==> src/rtl/sic_pkg.sv <==
package sic_pkg;
    localparam int unsigned LINES = 32;
    localparam int unsigned IDX_W = 10;

    typedef logic [LINES-1:0] vec_t;

    typedef enum logic [IDX_W-1:0] {
        IDX_MASKED   = 10'd0,
        IDX_RAW      = 10'd1,
        IDX_EN_SET   = 10'd2,
        IDX_EN_CLR   = 10'd3,
        IDX_SOFT_SET = 10'd4,
        IDX_SOFT_CLR = 10'd5,
        IDX_FWD_SET  = 10'd8,
        IDX_FWD_CLR  = 10'd9
    } reg_idx_e;

    typedef struct packed {
        vec_t en;
        vec_t fwd;
        vec_t raw;
        vec_t rdata;
    } bank_state_t;
endpackage

==> src/rtl/sic_regbank.sv <==
module sic_regbank
    import sic_pkg::*;
#(
    parameter int unsigned FWD_LO = 21,
    parameter int unsigned FWD_HI = 30
) (
    input  logic             clk,
    input  logic             rst_n,
    input  vec_t             irq_in,
    input  logic [IDX_W-1:0] word_idx,
    input  logic             wr,
    input  logic             rd,
    input  vec_t             wdata,
    output vec_t             en_next,
    output vec_t             fwd_next,
    output vec_t             en_q,
    output vec_t             fwd_q,
    output vec_t             raw_q,
    output vec_t             rdata
);
    localparam vec_t ONES     = {LINES{1'b1}};
    localparam vec_t FWD_MASK = (ONES >> (LINES - 1 - FWD_HI)) & (ONES << FWD_LO);

    bank_state_t st_d, st_q;

    always_comb begin
        st_d       = st_q;
        st_d.raw   = irq_in;
        st_d.rdata = '0;
        if (wr) begin
            case (word_idx)
                IDX_EN_SET:   st_d.en = st_q.en | wdata;
                IDX_EN_CLR:   st_d.en = st_q.en & ~wdata;
                IDX_SOFT_SET: if (|wdata) st_d.en[0] = 1'b1;
                IDX_SOFT_CLR: if (|wdata) st_d.en[0] = 1'b0;
                IDX_FWD_SET:  st_d.fwd = st_q.fwd | (wdata & FWD_MASK);
                IDX_FWD_CLR:  st_d.fwd = st_q.fwd & ~wdata;
                default: ;
            endcase
        end
        if (rd) begin
            case (word_idx)
                IDX_MASKED:   st_d.rdata = st_q.raw & st_q.en;
                IDX_RAW:      st_d.rdata = st_q.raw;
                IDX_EN_SET:   st_d.rdata = st_q.en;
                IDX_SOFT_SET: st_d.rdata = {{(LINES-1){1'b0}}, st_q.raw[0]};
                IDX_FWD_SET:  st_d.rdata = st_q.fwd;
                default:      st_d.rdata = '0;
            endcase
        end
    end

    always_ff @(posedge clk) begin
        if (!rst_n) st_q <= '0;
        else        st_q <= st_d;
    end

    assign en_next  = st_d.en;
    assign fwd_next = st_d.fwd;
    assign en_q     = st_q.en;
    assign fwd_q    = st_q.fwd;
    assign raw_q    = st_q.raw;
    assign rdata    = st_q.rdata;

    assert_fwd_range_R5: assert property (@(posedge clk) disable iff (!rst_n)
        (fwd_q & ~FWD_MASK) == '0);

    assert_rdata_idle_R9: assert property (@(posedge clk) disable iff (!rst_n)
        !rd |=> rdata == '0);

    assert_enset_R3: assert property (@(posedge clk) disable iff (!rst_n)
        (wr && word_idx == IDX_EN_SET) |=> (en_q & $past(wdata)) == $past(wdata));

    assert_unmapped_R7: assert property (@(posedge clk) disable iff (!rst_n)
        (wr && (word_idx == 10'd6 || word_idx == 10'd7 || word_idx > 10'd9))
        |=> (en_q == $past(en_q)) && (fwd_q == $past(fwd_q)));
endmodule

==> src/rtl/sic_outstage.sv <==
module sic_outstage
    import sic_pkg::*;
#(
    parameter int unsigned FWD_LO   = 21,
    parameter int unsigned FWD_HI   = 30,
    parameter int unsigned SUM_LINE = 31
) (
    input  logic clk,
    input  logic rst_n,
    input  vec_t irq_in,
    input  vec_t en_next,
    input  vec_t fwd_next,
    output vec_t irq_out
);
    vec_t out_d, out_q;

    for (genvar i = 0; i < LINES; i++) begin : g_line
        if (i == SUM_LINE) begin : g_sum
            assign out_d[i] = |(irq_in & en_next);
        end else if (i >= FWD_LO && i <= FWD_HI) begin : g_fwd
            assign out_d[i] = fwd_next[i] & irq_in[i];
        end else begin : g_idle
            assign out_d[i] = 1'b0;
            assert_idle_low_R6: assert property (@(posedge clk) disable iff (!rst_n)
                !irq_out[i]);
        end
    end

    always_ff @(posedge clk) begin
        if (!rst_n) out_q <= '0;
        else        out_q <= out_d;
    end

    assign irq_out = out_q;
endmodule

==> src/rtl/sic_fwd_top.sv <==
module sic_fwd_top
    import sic_pkg::*;
#(
    parameter int unsigned FWD_LO   = 21,
    parameter int unsigned FWD_HI   = 30,
    parameter int unsigned SUM_LINE = 31
) (
    input  logic        clk,
    input  logic        rst_n,
    input  logic [31:0] irq_in,
    input  logic [9:0]  bus_word,
    input  logic        bus_wr,
    input  logic        bus_rd,
    input  logic [31:0] bus_wdata,
    output logic [31:0] bus_rdata,
    output logic [31:0] irq_out
);
    vec_t en_next, fwd_next, en_q, fwd_q, raw_q;

    sic_regbank #(.FWD_LO(FWD_LO), .FWD_HI(FWD_HI)) u_bank (
        .clk      (clk),
        .rst_n    (rst_n),
        .irq_in   (irq_in),
        .word_idx (bus_word),
        .wr       (bus_wr),
        .rd       (bus_rd),
        .wdata    (bus_wdata),
        .en_next  (en_next),
        .fwd_next (fwd_next),
        .en_q     (en_q),
        .fwd_q    (fwd_q),
        .raw_q    (raw_q),
        .rdata    (bus_rdata)
    );

    sic_outstage #(.FWD_LO(FWD_LO), .FWD_HI(FWD_HI), .SUM_LINE(SUM_LINE)) u_out (
        .clk      (clk),
        .rst_n    (rst_n),
        .irq_in   (irq_in),
        .en_next  (en_next),
        .fwd_next (fwd_next),
        .irq_out  (irq_out)
    );

    assert_summary_R1: assert property (@(posedge clk) disable iff (!rst_n)
        irq_out[SUM_LINE] == |(raw_q & en_q));

    for (genvar i = FWD_LO; i <= FWD_HI; i++) begin : g_fwd_chk
        assert_forward_R6: assert property (@(posedge clk) disable iff (!rst_n)
            irq_out[i] == (fwd_q[i] & raw_q[i]));
    end

    assert_reset_R8: assert property (@(posedge clk)
        $rose(rst_n) |-> (irq_out == '0 && en_q == '0 && fwd_q == '0));
endmodule

==> config.mk <==
export PLATFORM = sky130hd
export DESIGN_NAME = sic_fwd_top
export DESIGN_NICKNAME = d
export VERILOG_FILES = /design/src/rtl/sic_pkg.sv /design/src/rtl/sic_regbank.sv /design/src/rtl/sic_outstage.sv /design/src/rtl/sic_fwd_top.sv
export SDC_FILE = /design/constraint.sdc
export NUM_CORES = 1
export LEC_CHECK = 0
export ABC_AREA = 1
export BUFFER_PORTS_ARGS = -buffer_cell sky130_fd_sc_hd__buf_2
export CAP_MARGIN = 25
export CORE_MARGIN = 2
export CORE_UTILIZATION = 49
export DETAILED_ROUTE_END_ITERATION = 10
export PLACE_DENSITY = 0.75
export SLEW_MARGIN = 40
export SYNTH_ARGS = -nofsm -noshare
export SYNTH_HDL_FRONTEND = slang
export SYNTH_SLANG_ARGS = --single-unit
==> constraint.sdc <==
create_clock -name clk -period 1.4 [get_ports clk]
set_input_delay 0.14 -clock clk [delete_from_list [all_inputs] [get_ports clk]]
set_output_delay 0.14 -clock clk [all_outputs]
set_load 0.02 [all_outputs]
* Word level (Yosys, flattened, before mapping)
Index checks and enable logic that the tools add are counted.
** Word-level totals
- Register bits :: 160
- Bits in latches :: 0
- Bits in writable memories :: 0
- Bits in read-only memories :: 0
- Output and inout bits :: 64
- Memories :: 0
** Operators by class
- Add/subtract/negate cells :: 0
- Multipliers :: 0
- Div/mod/pow operators :: 0
- Magnitude comparators :: 0
- Equal/unequal tests :: 7
- Shift-type cells :: 0
- Multiplexer cells :: 7
- Bitwise operators :: 17
- Reduce and logical (&&, ||, !) cells :: 6
** Operator list (count)
- 32-bit case mux with 5 select lines :: 1
- 32-bit AND :: 4
- 64-bit 2-to-1 mux :: 1
- 32-bit case mux with 2 select lines :: 1
- 32-bit OR reduction :: 2
- 31-bit case mux with 2 select lines :: 1
- 32-bit NOT :: 1
- 32-bit by 31-bit OR with 32-bit output :: 1
- 32-bit OR :: 1
- 10-bit by 2-bit equality test with 1-bit output, second input constant :: 2
- 10-bit by 3-bit equality test with 1-bit output, second input constant :: 2
- 10-bit by 4-bit equality test with 1-bit output, second input constant :: 2
- 1-bit AND :: 10
- 10-bit by 1-bit equality test with 1-bit output, second input constant :: 1
- 10-bit logical NOT :: 1
- 1-bit case mux with 4 select lines :: 1
- 2-bit AND reduction :: 2
- 1-bit 2-to-1 mux :: 2
- 2-bit nonzero test :: 1

* Depth between registers and ports, before layout
- Depth after elaboration :: 6
- Depth in mapped cells :: 15
- Gate-level depth less buffers :: 14

* Hierarchy
From an unflattened synthesis, not the netlist that was laid out.
** Unflattened totals
- Cell total of the unflattened synthesis :: 893
- Area, all modules :: 6243.5 um2
** By module, submodules not included
- sic_regbank :: times used 1, cells each 775, area an instance 5540.3 um2
- sic_outstage :: times used 1, cells each 118, area an instance 703.2 um2

* Worst setup path after synthesis
No wires, ideal clock.
- Kind :: input-to-reg
- From :: input port bus_word[5]
- To :: register u_out.out_q[31], in the netlist u_out.irq_out[31]
- Setup time :: 0.113 ns
- Data arrival time :: 1.304 ns
- Data required time :: 1.287 ns
- Setup slack :: -0.017 ns
- Stages :: 15
- Buffers on the path :: 1
- Path through :: nor2_1 -> nand2_2 -> nor2_8 -> buf_6 -> nand3_1 -> nand2_1 -> nand2_1 -> nand2_1 -> nand2_1 -> nor2_1 -> nand2_1 -> nor2_1 -> nand2_1 -> nand2_1 -> nand2_1
** On the way
- Longest elaborated chain between the ends :: 5
- Elaborated cells between the ends (all ways) :: 9
** Ends and longest elaborated chain
- start, declared :: line sic_fwd_top.sv:11 : input logic [9:0] bus_word,
- 10-bit by 3-bit equality test with 1-bit output or 10-bit by 2-bit equality test with 1-bit output (tied branches) :: line sic_regbank.sv:31 : case (word_idx)
- 1-bit case mux with 4 select lines or 31-bit case mux with 2 select lines (tied branches) :: line sic_regbank.sv:31
- 64-bit 2-to-1 mux * :: line sic_regbank.sv:30 : if (wr) begin
- 32-bit AND * :: line sic_outstage.sv:19 : assign out_d[i] = |(irq_in & en_next);
- 32-bit OR reduction * :: line sic_outstage.sv:19
- end signal, assigned :: line sic_outstage.sv:31 : else out_q <= out_d;
- end, declared :: line sic_outstage.sv:15 : vec_t out_d, out_q;
Every way passes the cells marked *; elsewhere a longest branch is shown, timed or not.
A chain may end at the register's enable or synchronous reset.

* Worst setup path in the final report
- From :: input port bus_word[9]
- To :: register u_out.out_q[31], in the netlist u_out.irq_out[31]
The elaborated chain is that of the path after synthesis.

==> summary.md <==
| Metric | Value |
|---|---|
| Run status | `finished with violations` |
| Violated checks | `setup timing` |
| Most common cell after layout, fill and taps aside | `nand2_1` |
| TritonCTS clock tree | `built` |
| PortBufs | `120` |
| Final period utilization | `101%` |
| RR Startpoint | `u_bank.en_q[21]` |
| GR Overflow Total | `0` |
| CTS H-Tree Depth | `4` |
| Die area | `13,500 um^2` |
| Slew Viols, Final | `0` |
| Layout cells sized above 1 | `25.9%` |
| Fill cell count | `986` |
| PwrDens | `1060 nW/um^2` |
| Clock skew | `0.00838 ns` |
| Initial antenna violation count | `0` |
| CP Launch Type | `primary input` |
| Post-route DRC violation count | `0` |
| CP Capture Point | `u_out.irq_out[31]` |
| Kind of critical path | `primary input to flip-flop` |
| Final HPWL from detailed placement | `13.3 mm` |
| Total of max-cap violations | `0` |
| Via count of the first global-routing pass | `6,216` |
| Die height | `116 um` |
| Final Hold Fails | `0` |
| Vias | `6,768` |
| Clk_lat worst skew | `0.44 ns` |
| Critical Path Fanout Max | `8` |
| Ys async rst share | `0%` |
| RSZ-0062 raised after global routing | `yes` |
| Num ports | `142` |
| Area Overhead vs Synth | `38.6%` |
| Crit-path slowest cell | `nor2_8` |
| Min-Delay Path Class | `primary input to flip-flop` |
| Num CTS Buffers | `17` |
| YS warnings | `0` |
| Fin nets | `1,158` |
| Rows | `40` |
| Post-route ant nets | `0` |
| Synthesized area per cell | `7.17 um^2` |
| Routability cong. | `0.907` |
| Pleak | `0.00428 uW` |
| Final Util | `70.3%` |
| # setup viols final | `1` |
| Critical Path, Cell by Cell | `buf_2 > nor2_4 > nand2_2 > nor2_8 > buf_12 > buf_12 > nand3_2 > nand2_1 > nand2_1 > nand2_1 > nand2_2 > nor2_4 > nand2_2 > nor2_1 > nand2_1 > nand2_1 > nand2_1` |
| DRT iter0 DRCs | `784` |
| Seq cells post-synth | `139` |
| Min setup slack post-route | `-0.0102 ns` |
| Core area | `12,200 um^2` |
| Hold_ws | `0.0458 ns` |
| Initial core utilization | `50.7%` |
| CP Capture Type | `flip-flop` |
| VDD IR-drop max | `0.000992 V` |
| Fin crit period | `1.41 ns` |
| Clock Path Buffers | `2` |
| Worst-path clk slew | `0.06 ns` |
| CP most frequent cell | `nand2_1` |
| Netlist Area Pre-Place | `6170 um^2` |
| Final wirelength | `19.8 mm` |
| TritonCTS sink count | `139` |
| Required @ worst endpoint | `1.73 ns` |
| Flop2flop setup slack | `0.19 ns` |
| Post-synth cell types | `30` |
| Fmax | `709 MHz` |
| Via density | `5.38` |
| Crit path from | `bus_word[9]` |
| R2R cell count | `10` |
| Sequential cell area fraction in the yosys report | `45.1%` |
| Mapped Cells | `860` |
| Worst EP arrival | `1.74 ns` |
| Pre-CTS WS | `-0.447 ns` |
| Root buf cell | `clkbuf_16` |
| Critical Path Max Stage Delay | `0.17 ns` |
| FF-to-FF End | `u_out.irq_out[31]` |
| Most common flop cell mapped by yosys | `dfxtp_1` |
| Pre-antenna DRT Iters | `6` |
| Die width | `116 um` |
| Most frequent cells in the layout | `nand2_1 (269), dfxtp_1 (139), buf_2 (120)` |
| Total GRT Usage | `29.3%` |
| Diode count | `0` |
| Largest net degree at the start of global routing | `29` |
| Post-synth EDFFs | `0` |
| Average routed wire per standard cell | `15.8 um` |
| First-pass GRT wire length | `30.1 mm` |
-- cell type report --
class,instances,area [um^2],share of cell area [%]
clock buffers,22,464,5.43
clock inverters,8,95.1,1.11
inverters,103,387,4.52
multi-input cells,566,2760,32.2
flip-flops and latches,139,2780,32.6
well taps,168,210,2.46
repair buffers,253,1850,21.7
-- how the worst min path moves through the flow --
stage / startpoint / endpoint / slack [ns] / depth (start not counted)
floorplan: irq_in[10] / u_bank.raw_q[10] / 0.24 / 2
global placement: irq_in[4] / u_bank.raw_q[4] / 0.34 / 3
detailed placement: irq_in[5] / u_bank.raw_q[5] / 0.35 / 3
CTS: bus_wdata[12] / u_bank.fwd_q[12] / 0.04 / 4
global route: bus_wdata[20] / u_bank.fwd_q[20] / 0.05 / 4
finish: bus_wdata[20] / u_bank.fwd_q[20] / 0.05 / 4
-- critical path: cells and delay by family --
kind / cells / cell delay, ns
buffers and inverters: 3 / 0.40
and+or+nand+nor: 14 / 1.19
-- Yosys cell counts (5+ instances only) --
| master | count | area (um^2) |
|---|---|---|
| nor4_1 | 6 | 37.5 |
| buf_1 | 5 | 18.8 |
| inv_2 | 6 | 22.5 |
| nand3_1 | 34 | 170 |
| o21ai_0 | 28 | 140 |
| clkbuf_1 | 20 | 75.1 |
| inv_1 | 96 | 360 |
| nand2_1 | 278 | 1040 |
| buf_2 | 18 | 90.1 |
| nand4_1 | 31 | 194 |
| dfxtp_1 | 139 | 2780 |
| o2111ai_1 | 27 | 236 |
| a21oi_1 | 53 | 265 |
| a31oi_1 | 29 | 181 |
| buf_6 | 5 | 56.3 |
| nor2_1 | 41 | 154 |
| buf_4 | 24 | 180 |
-- flip-flops by register name, indices dropped and copies added, names as in the netlist --
register       count
u_out.irq_out     11
u_bank.rdata      32
u_bank.en_q       32
u_bank.fwd_q      32
u_bank.raw_q      32
-- report_power, final --
part	total (uW)	internal [uW]	leakage (uW)	switching, uW
clock	4330	2680	0.000272	1660
combinational	733	292	0.00288	441
sequential	4020	4010	0.00113	15.7
-- per-stage QoR --
stage               power (uW)  instance area (um^2)  TNS [ns]  cells
floorplan                 4430                  6250         0    880
global placement          4730                  7400    -11.22   1182
detailed placement        4730                  7400    -14.26   1182
CTS                       9060                  8290         0   1245
global route              9350                  8550    -0.159   1259
finish                    9090                  8550   -0.0102   1259
-- routing by layer --
metal | wire (um) | GRT usage (%) | share of wire [%]
met5 | 0 | 0 | 0
met2 | 9310 | 48.3 | 47
met1 | 8010 | 36.4 | 40
met4 | 559 | 12.0 | 2.8
met3 | 1970 | 8.15 | 9.9
-- timing repair --
| item | in CTS | in global routing |
|---|---|---|
| resized for setup | 0 | 31 |
| hold buffers | 33 | 0 |
| setup endpoints to repair | 0 | 14 |
| setup buffers | 0 | 11 |
| endpoints found under the hold margin | 43 | 0 |
-- cell families (layout without fill, tap and decap cells) --
kind of cell / Yosys count / count (layout) / synth area share [%]
DFF: 139 / 139 / 45.1
and+or+nand+nor: 399 / 399 / 27.2
AOI/OAI and AO/OA: 146 / 146 / 14.5
buffers and inverters: 175 / 386 / 13.1
other: 1 / 21 / 0.0608
No activity file was read; power rests on OpenSTA's default activity.
